`src/rtl/cct_pkg.sv`:
```
package cct_pkg;
    localparam int ADDR_W = 4;
    localparam int PSC_W = 4;
    localparam int PSC_MAX = 9;
    localparam int PSC_RST = 4;
    localparam int DIV_W = PSC_MAX;
    localparam int STOP_BASE = 8;
    localparam int INT_BASE = 16;

    localparam logic [ADDR_W-1:0] ADR_PSC    = 4'h0;
    localparam logic [ADDR_W-1:0] ADR_SHORTS = 4'h1;
    localparam logic [ADDR_W-1:0] ADR_INTSET = 4'h2;
    localparam logic [ADDR_W-1:0] ADR_INTCLR = 4'h3;
    localparam logic [ADDR_W-1:0] ADR_EVT    = 4'h4;
    localparam logic [ADDR_W-1:0] ADR_CC0    = 4'h8;
endpackage

```
`src/rtl/cct_prescaler.sv`:
```
module cct_prescaler import cct_pkg::*; (
    input  logic             clk,
    input  logic             rst_n,
    input  logic             run_i,
    input  logic             restart_i,
    input  logic [PSC_W-1:0] psc_i,
    output logic             tick_o
);
    typedef struct packed {
        logic [DIV_W-1:0] div;
    } div_t;

    div_t s_d, s_q;
    logic [DIV_W-1:0] mask;

    always_comb begin
        s_d    = s_q;
        // shifting past the width yields zero, so the mask becomes all ones
        mask   = (DIV_W'(1) << psc_i) - DIV_W'(1);
        tick_o = run_i && ((s_q.div & mask) == mask);
        if (!run_i || restart_i) begin
            s_d.div = '0;
        end else begin
            s_d.div = s_q.div + DIV_W'(1);
        end
    end

    always_ff @(posedge clk or negedge rst_n) begin
        if (!rst_n) begin
            s_q <= '0;
        end else begin
            s_q <= s_d;
        end
    end
endmodule

```
`src/rtl/cct_channel.sv`:
```
module cct_channel #(
    parameter int CNT_W = 32
) (
    input  logic             clk,
    input  logic             rst_n,
    input  logic             tick_i,
    input  logic             clear_i,
    input  logic             cap_i,
    input  logic             wr_i,
    input  logic [CNT_W-1:0] wdata_i,
    input  logic             evt_clr_i,
    input  logic [CNT_W-1:0] cnt_i,
    input  logic [CNT_W-1:0] cnt_next_i,
    output logic             hit_o,
    output logic [CNT_W-1:0] cc_o,
    output logic             evt_o
);
    typedef struct packed {
        logic [CNT_W-1:0] cc;
        logic             evt;
    } ch_t;

    ch_t s_d, s_q;

    always_comb begin
        s_d   = s_q;
        hit_o = tick_i && !clear_i && (cnt_next_i == s_q.cc);
        if (cap_i) begin
            s_d.cc = cnt_i;
        end else if (wr_i) begin
            s_d.cc = wdata_i;
        end
        if (hit_o) begin
            s_d.evt = 1'b1;
        end else if (evt_clr_i) begin
            s_d.evt = 1'b0;
        end
    end

    always_ff @(posedge clk or negedge rst_n) begin
        if (!rst_n) begin
            s_q <= '0;
        end else begin
            s_q <= s_d;
        end
    end

    assign cc_o  = s_q.cc;
    assign evt_o = s_q.evt;
endmodule

```
`src/rtl/cc_timer.sv`:
```
module cc_timer import cct_pkg::*; #(
    parameter int NUM_CH = 4,
    parameter int CNT_W  = 32
) (
    input  logic                    clk,
    input  logic                    rst_n,
    input  logic                    task_start,
    input  logic                    task_stop,
    input  logic                    task_clear,
    input  logic [NUM_CH-1:0]       task_capture,
    input  logic                    reg_we,
    input  logic [ADDR_W-1:0]       reg_addr,
    input  logic [31:0]             reg_wdata,
    output logic [CNT_W-1:0]        count_o,
    output logic                    running_o,
    output logic [NUM_CH*CNT_W-1:0] cc_o,
    output logic [NUM_CH-1:0]       evt_o,
    output logic                    irq_o
);
    typedef struct packed {
        logic [CNT_W-1:0]  cnt;
        logic              run;
        logic [PSC_W-1:0]  psc;
        logic [NUM_CH-1:0] sh_clr;
        logic [NUM_CH-1:0] sh_stop;
        logic [NUM_CH-1:0] ien;
    } tmr_t;

    tmr_t              s_d, s_q;
    logic              tick;
    logic [CNT_W-1:0]  cnt_inc;
    logic [NUM_CH-1:0] hit;
    logic [NUM_CH-1:0] cc_we;
    logic [NUM_CH-1:0] evt_clr;

    assign cnt_inc = s_q.cnt + CNT_W'(1);

    cct_prescaler u_psc (
        .clk       (clk),
        .rst_n     (rst_n),
        .run_i     (s_q.run),
        .restart_i (task_clear),
        .psc_i     (s_q.psc),
        .tick_o    (tick)
    );

    for (genvar n = 0; n < NUM_CH; n++) begin : g_ch
        assign cc_we[n]   = reg_we && (reg_addr == ADR_CC0 + ADDR_W'(n));
        assign evt_clr[n] = reg_we && (reg_addr == ADR_EVT) && !reg_wdata[n];

        cct_channel #(.CNT_W(CNT_W)) u_ch (
            .clk        (clk),
            .rst_n      (rst_n),
            .tick_i     (tick),
            .clear_i    (task_clear),
            .cap_i      (task_capture[n]),
            .wr_i       (cc_we[n]),
            .wdata_i    (reg_wdata[CNT_W-1:0]),
            .evt_clr_i  (evt_clr[n]),
            .cnt_i      (s_q.cnt),
            .cnt_next_i (cnt_inc),
            .hit_o      (hit[n]),
            .cc_o       (cc_o[n*CNT_W +: CNT_W]),
            .evt_o      (evt_o[n])
        );
    end

    always_comb begin
        s_d = s_q;
        // counter: clear task or clear shortcut beat the count step
        if (task_clear || |(hit & s_q.sh_clr)) begin
            s_d.cnt = '0;
        end else if (tick) begin
            s_d.cnt = cnt_inc;
        end
        // run state: any stop source beats start
        if (task_stop || |(hit & s_q.sh_stop)) begin
            s_d.run = 1'b0;
        end else if (task_start) begin
            s_d.run = 1'b1;
        end
        if (reg_we && reg_addr == ADR_PSC && !s_q.run && reg_wdata <= 32'(PSC_MAX)) begin
            s_d.psc = reg_wdata[PSC_W-1:0];
        end
        if (reg_we && reg_addr == ADR_SHORTS) begin
            s_d.sh_clr  = reg_wdata[NUM_CH-1:0];
            s_d.sh_stop = reg_wdata[STOP_BASE +: NUM_CH];
        end
        if (reg_we && reg_addr == ADR_INTSET) begin
            s_d.ien = s_q.ien | reg_wdata[INT_BASE +: NUM_CH];
        end
        if (reg_we && reg_addr == ADR_INTCLR) begin
            s_d.ien = s_q.ien & ~reg_wdata[INT_BASE +: NUM_CH];
        end
    end

    always_ff @(posedge clk or negedge rst_n) begin
        if (!rst_n) begin
            s_q     <= '0;
            s_q.psc <= PSC_W'(PSC_RST);
        end else begin
            s_q <= s_d;
        end
    end

    assign count_o   = s_q.cnt;
    assign running_o = s_q.run;
    assign irq_o     = |(evt_o & s_q.ien);
endmodule

```
`config.mk`:
```
export PLATFORM = sky130hd
export DESIGN_NAME = cc_timer
export DESIGN_NICKNAME = d
export VERILOG_FILES = /design/src/rtl/cct_pkg.sv /design/src/rtl/cct_prescaler.sv /design/src/rtl/cct_channel.sv /design/src/rtl/cc_timer.sv
export SDC_FILE = /design/constraint.sdc
export NUM_CORES = 1
export LEC_CHECK = 0
export ABC_AREA = 1
export BUFFER_PORTS_ARGS = -buffer_cell sky130_fd_sc_hd__buf_2
export CAP_MARGIN = 40
export CORE_UTILIZATION = 42
export CTS_BUF_LIST = sky130_fd_sc_hd__clkbuf_4 sky130_fd_sc_hd__clkbuf_8 sky130_fd_sc_hd__clkbuf_16
export DETAILED_ROUTE_END_ITERATION = 8
export MAX_ROUTING_LAYER = met4
export PLACE_DENSITY = 0.65
export REMOVE_ABC_BUFFERS = 1
export SETUP_SLACK_MARGIN = 0.05
export SLEW_MARGIN = 20
export SYNTH_ARGS = -nofsm -noshare
export SYNTH_HDL_FRONTEND = slang
export SYNTH_HIERARCHICAL = 1
export SYNTH_SLANG_ARGS = --single-unit
export TNS_END_PERCENT = 50
```
`constraint.sdc`:
```
create_clock -name clk -period 3.7 [get_ports clk]
set_clock_uncertainty 0.15 [all_clocks]
set_input_delay 0.74 -clock clk [delete_from_list [all_inputs] [get_ports clk]]
set_output_delay 0.74 -clock clk [all_outputs]
set_load 0.03 [all_outputs]
```
# ---- After elaboration in Yosys (flattened, before gate mapping)
# Cells that the tools add are included.
# W data, S select, Z words.
dict set report classes {
  reduce_logical 45
  shifts 1
  eq_ne 13
  bitwise 7
  muxes 23
  add_sub_neg 3
  magnitude_cmp 1
}
# cell n
set op_table {}
lappend op_table {{$mux W32} 10}
lappend op_table {{$eq A32 B32 Y1} 4}
lappend op_table {{$add A32 B1 Y32 const B} 1}
lappend op_table {{$le A32 B4 Y1 const B} 1}
lappend op_table {{$reduce_bool A2 Y1} 11}
lappend op_table {{$logic_and A1 B1 Y1} 21}
lappend op_table {{$and A4 B4 Y4} 4}
lappend op_table {{$eq A4 B4 Y1 const B} 4}
lappend op_table {{$reduce_or A4 Y1} 3}
lappend op_table {{$mux W1} 10}
lappend op_table {{$add A9 B1 Y9 const B} 1}
lappend op_table {{$and A9 B9 Y9} 1}
lappend op_table {{$eq A9 B9 Y1} 1}
lappend op_table {{$mux W9} 1}
lappend op_table {{$shl A1 B4 Y9 const A} 1}
lappend op_table {{$sub A9 B2 Y9 const B} 1}
lappend op_table {{$eq A4 B2 Y1 const B} 2}
lappend op_table {{$mux W4} 2}
lappend op_table {{$logic_not A1 Y1} 6}
lappend op_table {{$eq A4 B1 Y1 const B} 1}
lappend op_table {{$eq A4 B3 Y1 const B} 1}
lappend op_table {{$logic_not A4 Y1} 1}
lappend op_table {{$not A4 Y4} 1}
lappend op_table {{$or A4 B4 Y4} 1}
lappend op_table {{$logic_or A1 B1 Y1} 3}
dict set report word_totals {
  out_inout_bits 166
  register_bits 190
}

# ---- Logic depth before layout (Yosys ltp)
# Gate-level depths: netlist of the first run.
dict set report logic_depth {
  word_depth 11
  depth_mapped 26
}

# ---- Modules after synthesis
# Netlist of the first run, hierarchy kept.
# mod cells_per_inst area_per_inst_um2 n_inst
set modules_own_cells {}
lappend modules_own_cells {cct_channel 327 2319.7 4}
lappend modules_own_cells {cc_timer 498 3410.8 1}
lappend modules_own_cells {cct_prescaler 99 660.6 1}

# ---- Worst setup path before layout of the first run
# Ideal clock, no wire load.
dict set report synth_timing {
  path_type {flip-flop to flip-flop}
  startpoint {reg s_q[15] (netlist bit)}
  endpoint {reg s_q (netlist bit count_o[0])}
  required_time_ns 3.409
  setup_ns 0.141
  slack_ns 0.668
  t_arrival_ns 2.741
  path_stages_with_launch 27
  path_buffers 2
  path_cell_list {dfrtp_1 -> buf_6 -> nor2_4 -> nand3_1 -> ha_1 -> nor2_1 -> nor2_4 -> nand2_1 -> nor2_1 -> nand3_1 -> nor2_1 -> nand2_1 -> nor2_1 -> nand2_1 -> nor2_1 -> nand2_1 -> nor2_1 -> nand3_1 -> inv_1 -> nand2_1 -> nand2_1 -> inv_1 -> nand2_1 -> nor2_1 -> buf_2 -> nand2_1 -> o21ai_0}
}
dict set report synth_between {
  elab_chain_cells 11
  elab_cells_between_ends 15
  cone_classes {add/sub: 1; eq/ne: 1; shift: 1; mux: 1; bitwise: 2; reduce/logical: 9}
}
# item line
set synth_lines {}
lappend synth_lines {{start, declared} cc_timer.sv:29} ;# tmr_t s_d, s_q;
lappend synth_lines {{$shl A1 B4 Y9 *} cct_prescaler.sv:19} ;# mask = (DIV_W'(1) << psc_i) - DIV_W'(1);
lappend synth_lines {{$sub A9 B2 Y9 *} cct_prescaler.sv:19}
lappend synth_lines {{$and A9 B9 Y9} cct_prescaler.sv:20} ;# tick_o = run_i && ((s_q.div & mask) == mask);
lappend synth_lines {{$eq A9 B9 Y1 *} cct_prescaler.sv:20}
lappend synth_lines {{$logic_and A1 B1 Y1 *} cct_prescaler.sv:20}
lappend synth_lines {{via tick} cc_timer.sv:30} ;# logic tick;
lappend synth_lines {{$logic_and A1 B1 Y1 * (2 in series)} cct_channel.sv:27} ;# hit_o = tick_i && !clear_i && (cnt_next_i == s_q.cc);
lappend synth_lines {{via hit[0]} cc_timer.sv:32} ;# logic [NUM_CH-1:0] hit;
lappend synth_lines {{$and A4 B4 Y4 *} cc_timer.sv:71} ;# if (task_clear || |(hit & s_q.sh_clr)) begin
lappend synth_lines {{$reduce_or A4 Y1 *} cc_timer.sv:71}
lappend synth_lines {{$logic_or A1 B1 Y1 *} cc_timer.sv:71}
lappend synth_lines {{$mux W32 / $reduce_bool A2 Y1 (equally long branches)} n/a}
# The timed path passes the listed nets; every way through them passes the cells marked *.
# A chain may end at the register's enable or synchronous reset.

# ---- Worst setup path after layout of the first run
dict set report layout_timing {
  startpoint {reg s_q[15] (netlist bit)}
  endpoint {reg s_q (netlist bit count_o[6])}
}
# The elaborated chain is that of the path after synthesis.

==> results of run 1 <==
[worst paths after layout]
path,to,slack [ns],cells past startpoint
min in group clk,running_o,0.32,1
min reg2reg,running_o,0.32,1
max in group asynchronous,g_ch[2].u_ch/cc_o[20],2.17,2
max,count_o[6],0.28,26
max reg2reg,count_o[6],0.28,26
min,g_ch[1].u_ch/cc_o[10],0.16,1
[metal layers]
metal	track usage (%)	share of wire, %	up-vias
li1	-	-	6245
met1	40.89	42	6356
met2	49.26	46	634
met3	6.407	8.0	112
met4	12.24	3.1	0
met5	-	0	-
[cell type report]
| cell class | count | area [µm²] | area share (%) |
|---|---|---|---|
| Clock buffer | 20 | 454.2 | 2.931 |
| Clock inverter | 12 | 102.6 | 0.6621 |
| Inverter | 336 | 1261 | 8.140 |
| Multi-Input combinational cell | 1279 | 6730 | 43.43 |
| Sequential cell | 190 | 4760 | 30.72 |
| Tap cell | 396 | 495.5 | 3.198 |
| Timing Repair Buffer | 283 | 1692 | 10.92 |
[timing repair]
item	4_1_cts	5_1_grt
setup buffers	0	7
cloned	0	0
pin swaps	0	7
gates resized for setup	2	14
endpoints found under the setup margin	32	32
[logic make-up after synthesis]
| family | Yosys count | share of synthesized area (%) |
|---|---|---|
| AOI/OAI and AO/OA | 173 | 13.55 |
| xor gates and xnor gates | 39 | 2.840 |
| adders and majority gates | 3 | 0.2812 |
| buffers and inverters | 436 | 14.40 |
| DFF | 190 | 35.62 |
| muxes | 5 | 0.4217 |
| and+or+nand+nor | 1059 | 32.89 |
[cells in the final DEF, fill, tap and decap left out, drive strengths merged]
cell / Yosys / layout
clkinv: 0 / 4
nand3: 157 / 157
a21oi: 11 / 11
ha: 3 / 3
and2: 2 / 2
or2: 5 / 5
nand2: 725 / 725
o21ai: 25 / 25
dfstp: 1 / 1
a211oi: 1 / 1
dfrtp: 189 / 189
buf: 59 / 282
xor2: 26 / 26
nand4: 8 / 8
inv: 336 / 341
xnor2: 13 / 13
o211ai: 128 / 128
clkinvlp: 0 / 3
nand3b: 8 / 8
o221ai: 4 / 4
o22ai: 4 / 4
mux2: 5 / 5
clkbuf: 41 / 21
nor2: 148 / 148
nor3: 6 / 6
[critical path, cell delays in order (launching register included)]
cell,delay (ns)
sky130_fd_sc_hd__dfrtp_1,0.41
sky130_fd_sc_hd__nor2_4,0.15
sky130_fd_sc_hd__nand3_1,0.09
sky130_fd_sc_hd__ha_1,0.28
sky130_fd_sc_hd__nor2_1,0.06
sky130_fd_sc_hd__nor2_4,0.10
sky130_fd_sc_hd__nand2_1,0.05
sky130_fd_sc_hd__nor2_1,0.11
sky130_fd_sc_hd__nand3_1,0.09
sky130_fd_sc_hd__nor2_2,0.17
sky130_fd_sc_hd__buf_6,0.13
sky130_fd_sc_hd__nand2_1,0.06
sky130_fd_sc_hd__nor2_1,0.10
sky130_fd_sc_hd__nand2_1,0.09
sky130_fd_sc_hd__nor2_4,0.16
sky130_fd_sc_hd__nand2_1,0.08
sky130_fd_sc_hd__nor2_2,0.15
sky130_fd_sc_hd__nand3_2,0.14
sky130_fd_sc_hd__inv_2,0.09
sky130_fd_sc_hd__nand2_1,0.07
sky130_fd_sc_hd__nand2_1,0.07
sky130_fd_sc_hd__inv_1,0.04
sky130_fd_sc_hd__nand2_2,0.08
sky130_fd_sc_hd__nor2_2,0.05
sky130_fd_sc_hd__buf_12,0.16
sky130_fd_sc_hd__nand2_1,0.06
sky130_fd_sc_hd__o21ai_0,0.09
[sequential cells by signal, summed over array words and instances (netlist names), named ones only]
signal	cells
g_ch.u_ch/cc_o	128
count_o	32
s_q	12
u_psc/s_q	9
g_ch.u_ch/evt_o	4
running_o	1
[per-stage QoR]
stage	util, %	instances	total power, mW	setup slack [ns]
floorplan	-	1805	2.621	-0.6187
global placement	47.92	2476	3.032	0.08180
detailed placement	48.01	2477	3.039	-0.01625
CTS	49.84	2509	4.859	0.05858
global route	50.13	2516	4.994	0.04584
finish	50.13	2516	4.855	0.2781
[power by group]
| part | total, mW | switching, mW | internal (mW) |
|---|---|---|---|
| sequential | 2.23 | 0.0782 | 2.15 |
| clock | 1.84 | 0.924 | 0.913 |
| combinational | 0.786 | 0.582 | 0.204 |
| total | 4.85 | 1.58 | 3.27 |
==> impl_results.rst, run 1 <==
.. list-table::
   :header-rows: 1

   * - Metric
     - Value
   * - Flops & latches, synth
     - 190
   * - Startpoint-to-endpoint class of the critical path
     - reg2reg
   * - R2r startpoint
     - s_q[15]
   * - Synthesis-to-layout area growth
     - 16.06%
   * - Number of max-slew violations in the final report
     - 0
   * - Horizontal die dimension
     - 180.3 µm
   * - Area enclosed by the die boundary
     - 0.03250 mm²
   * - Number of global-route vias before repair
     - 12.81k
   * - Crit path arrival time
     - 3.60 ns
   * - Initial standard-cell utilization of the core
     - 43.19%
   * - Portion of synthesized cell area occupied by the leading cell type
     - 35.43%
   * - Sink count of the clock tree
     - 190
   * - Upper clock frequency limit
     - 0.2922 GHz
   * - Critical Path End Type
     - register
   * - Crit path max fanout
     - 32
   * - Maximum vdd ir drop
     - 0.3468 mV
   * - First element of the critical path
     - s_q[15]
   * - Number of port buffers
     - 211
   * - Tightest Pin Transition
     - 0.7679 ns
   * - Worst hold slack
     - 0.1566 ns
   * - Most area-consuming cells after synthesis
     - sky130_fd_sc_hd__dfrtp_1, sky130_fd_sc_hd__nand2_1, sky130_fd_sc_hd__o211ai_2, sky130_fd_sc_hd__inv_1, sky130_fd_sc_hd__nand3_1
   * - Maximum root-to-sink buffer count
     - 2
   * - Antenna violations before repair
     - 0
   * - Unique masters post-synth
     - 36
   * - Register area share after synthesis
     - 35.62%
   * - I/O pin total
     - 212
   * - Initial detailed-routing violation count
     - 1263
   * - Number of filler instances in the final layout
     - 3142
   * - Total routed wirelength
     - 49760 µm
   * - Final count of negative-setup-slack endpoints
     - 0
   * - Floorplan Core Area
     - 0.03091 mm²
   * - Total grt overflow
     - 0
   * - Proportion of layout cells with a drive suffix above 1
     - 23.54%
   * - Leakage component of the power
     - 8.205 nW
   * - Count leader, synth
     - sky130_fd_sc_hd__nand2_1
   * - Die Ht
     - 180.3 µm
   * - TritonCTS buffer count
     - 17
   * - Outcome
     - finished, final reports clean
   * - Number of nets in the layout
     - 2156
   * - Number of antenna cells inserted
     - 0
   * - Warnings, synthesis
     - 6
   * - TritonRoute pass-1 iters
     - 7
   * - Type of the most critical hold path
     - in2async
   * - Total power divided by cell area
     - 313.3 mW/mm²
   * - Via count
     - 13.35k
   * - Residual antenna-violating net count after detailed routing
     - 0
   * - Post-detail-place hpwl
     - 36420 µm
   * - DRC violation count after routing
     - 0
   * - CTS tree
     - yes
   * - H-tree depth
     - 4
   * - Total negative setup slack
     - 0 ns
   * - Top cells by count, synth
     - sky130_fd_sc_hd__nand2_1, sky130_fd_sc_hd__inv_1, sky130_fd_sc_hd__dfrtp_1
   * - Number of failing hold endpoints at the final stage
     - 0
   * - Number of enable-type register cells in the synthesized netlist
     - 0
   * - Final critical-path share of the clock period
     - 92.48%
   * - Crit start category
     - register
   * - Shortest clock period the worst path allows after layout
     - 3.422 ns
   * - Overall fraction of global-route tracks in use
     - 31.81%
   * - Yosys top cell by area
     - sky130_fd_sc_hd__dfrtp_1
   * - Average wire length per cell after detail routing
     - 19.78 µm
   * - Worst Path Required
     - 3.87 ns
   * - Via count normalized by instance count
     - 5.305
   * - Proportion of register bits with asynchronous set or reset after synthesis
     - 100.0%
   * - Max cap viols
     - 0
   * - Worst-path clk slew
     - 0.09 ns
   * - Unrepaired setup endpoints after global routing
     - no
   * - Cell row count
     - 64
   * - Routability Congestion
     - 0.9983
   * - Mapped Area
     - 0.01335 mm²
   * - Mean post-synth cell area
     - 7.008 µm²
   * - Dominant synthesized flop cell
     - sky130_fd_sc_hd__dfrtp_1
   * - Cell area reported after detailed placement
     - 0.01484 mm²
   * - Pin count of the biggest net entering global routing
     - 85
   * - Clock tree root driver cell
     - sky130_fd_sc_hd__clkbuf_16
   * - Worst rel slew slack
     - 48.80%
   * - Later-pin clock latency in the skew report
     - 0.46 ns
   * - Synthesized instance count
     - 1905
   * - Number of hold-repair buffers added at the cts stage
     - 0
   * - Final instance area
     - 0.01549 mm²
   * - First-pass GRT wire length
     - 76040 µm
No activity file was read; power rests on OpenSTA's default activity.
==> run 2, diff against run 1 <==
--- a/config.mk
+++ b/config.mk
@@ -18,6 +18,5 @@
 export SLEW_MARGIN = 20
 export SYNTH_ARGS = -nofsm -noshare
 export SYNTH_HDL_FRONTEND = slang
-export SYNTH_HIERARCHICAL = 1
 export SYNTH_SLANG_ARGS = --single-unit
 export TNS_END_PERCENT = 50
==> run 2 against run 1 <==
Compared with the run above:
- global-route usage grew 5.7 points
- setup slack lost 0.078 ns
- synthesized area grew 0.71%
- die area grew 0.71%
- total power grew 20%
- synthesized cell count grew 4.4%
- flip-flop and latch count is the same
- non-clock buffer count shrank 40
- register-to-register slack lost 0.08 ns
- combinational power grew 81%
- clock-buffer cell count shrank 2
- largest power group unchanged
- highest routed layer unchanged
==> impl_results.rst, run 2 <==
.. list-table::
   :header-rows: 1

   * - Metric
     - Value
   * - Number of port buffers
     - 211
   * - Number of nets in the layout
     - 2195
   * - Initial detailed-routing violation count
     - 1553
   * - Most common cell after layout, fill and taps aside
     - sky130_fd_sc_hd__nand2_1
   * - Util after Layout
     - 48.85%
   * - Top cells by count, synth
     - sky130_fd_sc_hd__nand2_1, sky130_fd_sc_hd__inv_1, sky130_fd_sc_hd__nor2_1
   * - Mean post-synth cell area
     - 6.760 µm²
   * - Crit start category
     - register
   * - Die Ht
     - 180.9 µm
   * - Maximum root-to-sink buffer count
     - 2
   * - Initial standard-cell utilization of the core
     - 42.61%
   * - Register-to-register setup slack
     - 0.20 ns
   * - Worst Path Required
     - 3.90 ns
   * - Clock tree root driver cell
     - sky130_fd_sc_hd__clkbuf_16
   * - Critical Path End Type
     - register
   * - Mapped Area
     - 0.01345 mm²
   * - Upper clock frequency limit
     - 0.2857 GHz
   * - DRC violation count after routing
     - 0
   * - Overall fraction of global-route tracks in use
     - 37.56%
   * - Total power divided by cell area
     - 377.8 mW/mm²
   * - Sink count of the clock tree
     - 190
   * - Unrepaired setup endpoints after global routing
     - no
   * - First element of the critical path
     - count_o[1]
   * - Shortest clock period the worst path allows after layout
     - 3.500 ns
   * - TritonCTS buffer count
     - 17
   * - Number of failing hold endpoints at the final stage
     - 0
   * - Unique masters post-synth
     - 45
   * - Filler-free cell count of the finished design
     - 2563
   * - # placed instances
     - 2528
   * - Flops & latches, synth
     - 190
   * - Number of filler instances in the final layout
     - 3301
   * - Via count normalized by instance count
     - 5.737
   * - Startpoint-to-endpoint class of the critical path
     - reg2reg
   * - Residual antenna-violating net count after detailed routing
     - 0
   * - Post-detail-place hpwl
     - 45850 µm
   * - Total negative setup slack
     - 0 ns
   * - Type of the most critical hold path
     - in2async
   * - H-tree depth
     - 4
   * - Horizontal die dimension
     - 180.9 µm
   * - Tightest Pin Transition
     - 0.8316 ns
   * - Number of global-route vias before repair
     - 13.37k
   * - Warnings, synthesis
     - 0
   * - Maximum vdd ir drop
     - 0.3492 mV
   * - Largest register FFs
     - 128
   * - Via count
     - 14.71k
   * - Final count of negative-setup-slack endpoints
     - 0
   * - Yosys top cell by area
     - sky130_fd_sc_hd__dfrtp_1
   * - Crit path max fanout
     - 12
   * - Proportion of register bits with asynchronous set or reset after synthesis
     - 100.0%
   * - I/O pin total
     - 212
   * - Reg-to-Reg End
     - count_o[0]
   * - Antenna violations before repair
     - 2
   * - Count leader, synth
     - sky130_fd_sc_hd__nand2_1
   * - CTS tree
     - yes
   * - Max cap viols
     - 0
   * - Worst rel slew slack
     - 44.05%
   * - Most frequent cells in the layout
     - sky130_fd_sc_hd__nand2_1, sky130_fd_sc_hd__buf_2, sky130_fd_sc_hd__inv_1
   * - Area enclosed by the die boundary
     - 0.03273 mm²
   * - Total grt overflow
     - 0
   * - Most area-consuming cells after synthesis
     - sky130_fd_sc_hd__dfrtp_1, sky130_fd_sc_hd__nand2_1, sky130_fd_sc_hd__o21ai_0, sky130_fd_sc_hd__o211ai_1, sky130_fd_sc_hd__inv_1
   * - Later-pin clock latency in the skew report
     - 0.48 ns
   * - Final critical-path share of the clock period
     - 94.59%
   * - Average wire length per cell after detail routing
     - 23.21 µm
   * - Number of enable-type register cells in the synthesized netlist
     - 0
   * - Pin count of the biggest net entering global routing
     - 80
   * - Floorplan Core Area
     - 0.03156 mm²
   * - Worst hold slack
     - 0.1668 ns
   * - Worst-path clk slew
     - 0.09 ns
   * - Portion of synthesized cell area occupied by the leading cell type
     - 35.18%
   * - Outcome
     - finished, final reports clean
   * - Total routed wirelength
     - 59480 µm
   * - R2r startpoint
     - count_o[1]
   * - Register area share after synthesis
     - 35.37%
   * - TritonRoute pass-1 iters
     - 6
   * - Depth of the most critical reg-to-reg path
     - 17
   * - Crit path arrival time
     - 3.70 ns
   * - Proportion of layout cells with a drive suffix above 1
     - 18.30%
   * - Leakage component of the power
     - 7.765 nW
   * - Routability Congestion
     - 1.163
   * - Dominant synthesized flop cell
     - sky130_fd_sc_hd__dfrtp_1
   * - Synthesized instance count
     - 1989
   * - First-pass GRT wire length
     - 87820 µm
   * - Cell row count
     - 65
   * - Number of max-slew violations in the final report
     - 0
   * - Synthesis-to-layout area growth
     - 14.64%
==> run 2: critical path, stage by stage (launching register included) <==
cell,delay [ns]
sky130_fd_sc_hd__dfrtp_2,0.44
sky130_fd_sc_hd__ha_1,0.26
sky130_fd_sc_hd__nand2_2,0.13
sky130_fd_sc_hd__nor2_8,0.23
sky130_fd_sc_hd__nand3_2,0.26
sky130_fd_sc_hd__nand2_1,0.12
sky130_fd_sc_hd__nand2_1,0.13
sky130_fd_sc_hd__nand2_1,0.17
sky130_fd_sc_hd__nand2_1,0.07
sky130_fd_sc_hd__nor2_1,0.26
sky130_fd_sc_hd__nand2_1,0.12
sky130_fd_sc_hd__nor2_2,0.21
sky130_fd_sc_hd__nand3_1,0.12
sky130_fd_sc_hd__nor2_2,0.18
sky130_fd_sc_hd__nand3_2,0.11
sky130_fd_sc_hd__nand3_4,0.09
sky130_fd_sc_hd__buf_4,0.27
sky130_fd_sc_hd__nor3_1,0.07
==> run 2: metrics by stage <==
step                cell area (µm²)  power, mW  setup slack, ns
floorplan                     12850      3.214          -0.1146
global placement              14790      3.878        -0.003923
detailed placement            14790      3.881         -0.03464
CTS                           15380      5.826          0.05213
global route                  15410      6.033          0.09283
finish                        15410      5.823           0.2000
==> run 2: logic make-up after synthesis <==
logic type | count (synthesis) | synth area share [%]
flops | 190 | 35.37
simple gates | 1136 | 38.04
fa+ha+maj | 3 | 0.2792
buf+inv | 316 | 10.31
mux | 6 | 0.5025
compound gates | 321 | 14.33
xor+xnor | 17 | 1.163
==> run 2: area by class of cell <==
type	count	area [µm²]	share of cell area, %
clock inverter	14	148.9	0.9660
antenna	2	5.005	0.03247
clock buffer	18	439.2	2.849
inverter	211	792.0	5.138
sequential	190	4757	30.86
multi-input combinational	1483	7338	47.61
timing repair buffer	243	1430	9.278
tap	402	503.0	3.263
==> run 2: worst max-delay path by stage <==
stage | to | slack [ns]
after floorplan | count_o[0] | -0.11
after global placement | count_o[12] | -0.004
after detailed placement | count_o[14] | -0.03
after CTS | count_o[0] | 0.05
after global routing | count_o[31] | 0.09
final | count_o[0] | 0.20
==> run 2: routing by layer <==
layer  GRT usage (%)  wire length (µm)
met1           50.12             25510
met3           4.918              4620
met2           57.76             27070
met4           14.67              2277
met5               -                 0
==> run 2: power by group <==
| part | total [mW] | internal, mW | switching, mW | leakage [nW] |
|---|---|---|---|---|
| registers | 2.45 | 2.25 | 0.200 | 2.41 |
| clock network | 1.96 | 0.974 | 0.983 | 0.290 |
| logic | 1.42 | 0.385 | 1.03 | 5.06 |
==> run 2: what timing repair did <==
| item | 4_1_cts | 5_1_grt |
|---|---|---|
| pin swaps | 1 | 1 |
| gates resized for setup | 1 | 6 |
| hold buffers | 0 | 0 |
| cloned | 0 | 0 |
| setup buffers | 0 | 1 |
| setup endpoints to repair | 32 | 32 |
==> run 3, diff against run 2 <==
--- a/config.mk
+++ b/config.mk
@@ -13,6 +13,7 @@
 export DETAILED_ROUTE_END_ITERATION = 8
 export MAX_ROUTING_LAYER = met4
 export PLACE_DENSITY = 0.65
+export RECOVER_POWER = 25
 export REMOVE_ABC_BUFFERS = 1
 export SETUP_SLACK_MARGIN = 0.05
 export SLEW_MARGIN = 20
==> run 3 against run 2 <==
Compared with the run above:
- the flow now finishes with violations (capacitance limit, slew limit)
- sequential power barely moved
- cell count did not move
- non-clock buffer count did not move
- clock power barely moved
- critical path type unchanged
- flip-flop and latch count did not move
- clock-buffer cell count did not move
- hold slack improved by 0.15 ns
- critical path depth did not move
- highest routed layer unchanged
==> impl_results.rst, run 3 (synthesis gave the netlist of run 2 again) <==
.. list-table::
   :header-rows: 1

   * - Metric
     - Value
   * - Outcome
     - finished, violations left
   * - Violations in the final reports
     - capacitance limit, slew limit
   * - Number of nets in the layout
     - 2195
   * - Overall fraction of global-route tracks in use
     - 37.56%
   * - Sequential group share of total power
     - 42.1%
   * - Synthesis-to-layout area growth
     - 14.35%
   * - First-pass GRT wire length
     - 87820 µm
   * - Number of port buffers
     - 211
   * - H-tree depth
     - 4
   * - Worst-path clk slew
     - 0.08 ns
   * - Cell row count
     - 65
   * - # placed instances
     - 2528
   * - Initial standard-cell utilization of the core
     - 42.61%
   * - Horizontal die dimension
     - 180.9 µm
   * - Die Ht
     - 180.9 µm
   * - Leakage component of the power
     - 7.746 nW
   * - Final critical-path share of the clock period
     - 94.12%
   * - Crit start category
     - register
   * - Total grt overflow
     - 0
   * - Number of filler instances in the final layout
     - 3306
   * - Unrepaired setup endpoints after global routing
     - no
   * - Critical Path End Type
     - register
   * - Total area of sequential cells
     - 0.004757 mm²
   * - Floorplan Core Area
     - 0.03156 mm²
   * - Final instance area
     - 0.01537 mm²
   * - Clock tree root driver cell
     - sky130_fd_sc_hd__clkbuf_16
   * - Maximum root-to-sink buffer count
     - 2
   * - Tightest Pin Transition
     - 2.269 ns
   * - Type of the most critical hold path
     - reg2reg
   * - Util after Layout
     - 48.72%
   * - Switching power
     - 2.218 mW
   * - Design internal power
     - 3.604 mW
   * - Area of the multi-input gates
     - 0.007338 mm²
   * - Proportion of layout cells with a drive suffix above 1
     - 18.20%
   * - Routability Congestion
     - 1.163
   * - I/O pin total
     - 212
   * - Largest register FFs
     - 128
   * - Area enclosed by the die boundary
     - 0.03273 mm²
   * - TritonRoute pass-1 iters
     - 6
   * - Post-detail-place hpwl
     - 45850 µm
   * - Total routed wirelength
     - 59550 µm
   * - Average wire length per cell after detail routing
     - 23.24 µm
   * - Cell depth of the worst min-delay path
     - 1
   * - Upper clock frequency limit
     - 0.2872 GHz
   * - Number of max-slew violations in the final report
     - 80
   * - Shortest clock period the worst path allows after layout
     - 3.482 ns
   * - Number of failing hold endpoints at the final stage
     - 0
   * - Via count normalized by instance count
     - 5.751
   * - Crit path max fanout
     - 12
   * - TritonCTS buffer count
     - 17
   * - Pin count of the biggest net entering global routing
     - 80
   * - Total power divided by cell area
     - 378.7 mW/mm²
   * - Maximum vdd ir drop
     - 0.3505 mV
   * - CTS tree
     - yes
   * - Worst rel slew slack
     - -51.29%
   * - Startpoint-to-endpoint class of the critical path
     - reg2reg
   * - Final count of negative-setup-slack endpoints
     - 0
   * - Later-pin clock latency in the skew report
     - 0.48 ns
   * - Number of global-route vias before repair
     - 13.37k
   * - Residual antenna-violating net count after detailed routing
     - 0
   * - Most common cell after layout, fill and taps aside
     - sky130_fd_sc_hd__nand2_1
   * - Depth of the most critical reg-to-reg path
     - 17
   * - Antenna violations before repair
     - 2
   * - Most frequent cells in the layout
     - sky130_fd_sc_hd__nand2_1, sky130_fd_sc_hd__buf_2, sky130_fd_sc_hd__inv_1
   * - Initial detailed-routing violation count
     - 1568
   * - Worst Path Required
     - 3.91 ns
   * - DRC violation count after routing
     - 0
   * - Combinational power share
     - 24.3%
   * - Filler-free cell count of the finished design
     - 2563
   * - Sink count of the clock tree
     - 190
   * - Crit path arrival time
     - 3.69 ns
   * - Cell area reported after detailed placement
     - 0.01479 mm²
   * - Switch share
     - 38.09%
   * - Clock share of power
     - 33.7%
   * - Total negative setup slack
     - 0 ns
   * - Via count
     - 14.74k
   * - Max cap viols
     - 1
run 3: changes by cell type in the layout (fill, tap and decap cells not counted):
| cell | previous run | this run |
|---|---|---|
| sky130_fd_sc_hd__clkbuf_2 | 0 | 1 |
| sky130_fd_sc_hd__buf_2 | 210 | 209 |
| sky130_fd_sc_hd__buf_12 | 10 | 8 |
| sky130_fd_sc_hd__clkbuf_1 | 0 | 2 |
| sky130_fd_sc_hd__clkbuf_8 | 2 | 1 |
| sky130_fd_sc_hd__buf_4 | 22 | 21 |
| sky130_fd_sc_hd__clkbuf_4 | 0 | 2 |
run 3: final cells by class:
type,instances,share of cell area (%)
diodes,2,0.03255
clock buffers,18,2.856
clock inverters,14,0.9684
inverters,211,5.151
multi-input cells,1483,47.73
flip-flops and latches,190,30.94
well taps,402,3.271
repair buffers,243,9.049
run 3: what timing repair did:
action | in CTS | in global routing
setup endpoints to repair | 32 | 32
pin swaps | 1 | 1
hold buffers | 0 | 0
gates resized for setup | 1 | 6
buffers inserted | 0 | 1
run 3: power by group through the flow:
| stage | registers (mW) | logic, mW | clock network [mW] |
|---|---|---|---|
| final | 2.45 | 1.41 | 1.96 |
| after global routing | 2.47 | 1.51 | 2.05 |
| after global placement | 2.48 | 1.39 | 0 |
| after detailed placement | 2.48 | 1.40 | 0 |
| after CTS | 2.44 | 1.40 | 1.98 |
| after floorplan | 2.70 | 0.510 | 0 |
run 3: worst paths after layout:
path / from / to / slack, ns
min: u_psc.s_q[0] / u_psc.s_q[0] / 0.32
max in group asynchronous: rst_n / u_psc.s_q[6] / 0.60
max: count_o[1] / count_o[0] / 0.22
min reg2reg: u_psc.s_q[0] / u_psc.s_q[0] / 0.32
min in group asynchronous: rst_n / count_o[19] / 0.76
max reg2reg: count_o[1] / count_o[0] / 0.22
run 3: per-stage QoR:
step                      power (mW)  hold slack (ns)  worst slack, ns
after global placement         3.878           0.3099        -0.003923
after floorplan                3.214           0.2822          -0.1146
after global routing           6.027           0.3605          0.09283
final                          5.822           0.3210           0.2176
after CTS                      5.826           0.1990          0.05213
after detailed placement       3.881           0.3126         -0.03464
run 3: critical path, stage by stage, from the launching register on:
cell,delay [ns]
sky130_fd_sc_hd__dfrtp_2,0.44
sky130_fd_sc_hd__ha_1,0.25
sky130_fd_sc_hd__nand2_2,0.13
sky130_fd_sc_hd__nor2_8,0.22
sky130_fd_sc_hd__nand3_2,0.25
sky130_fd_sc_hd__nand2_1,0.12
sky130_fd_sc_hd__nand2_1,0.13
sky130_fd_sc_hd__nand2_1,0.17
sky130_fd_sc_hd__nand2_1,0.07
sky130_fd_sc_hd__nor2_1,0.26
sky130_fd_sc_hd__nand2_1,0.12
sky130_fd_sc_hd__nor2_2,0.21
sky130_fd_sc_hd__nand3_1,0.12
sky130_fd_sc_hd__nor2_2,0.18
sky130_fd_sc_hd__nand3_2,0.11
sky130_fd_sc_hd__nand3_4,0.09
sky130_fd_sc_hd__buf_4,0.26
sky130_fd_sc_hd__nor3_1,0.07
run 3: per-layer routing:
metal | vias to the layer above | GRT usage, % | routed length, µm
met4 | 0 | 14.67 | 2261
met5 | - | - | 0
met2 | 772 | 57.76 | 27160
li1 | 6790 | - | -
met3 | 103 | 4.918 | 4575
met1 | 7074 | 50.12 | 25550
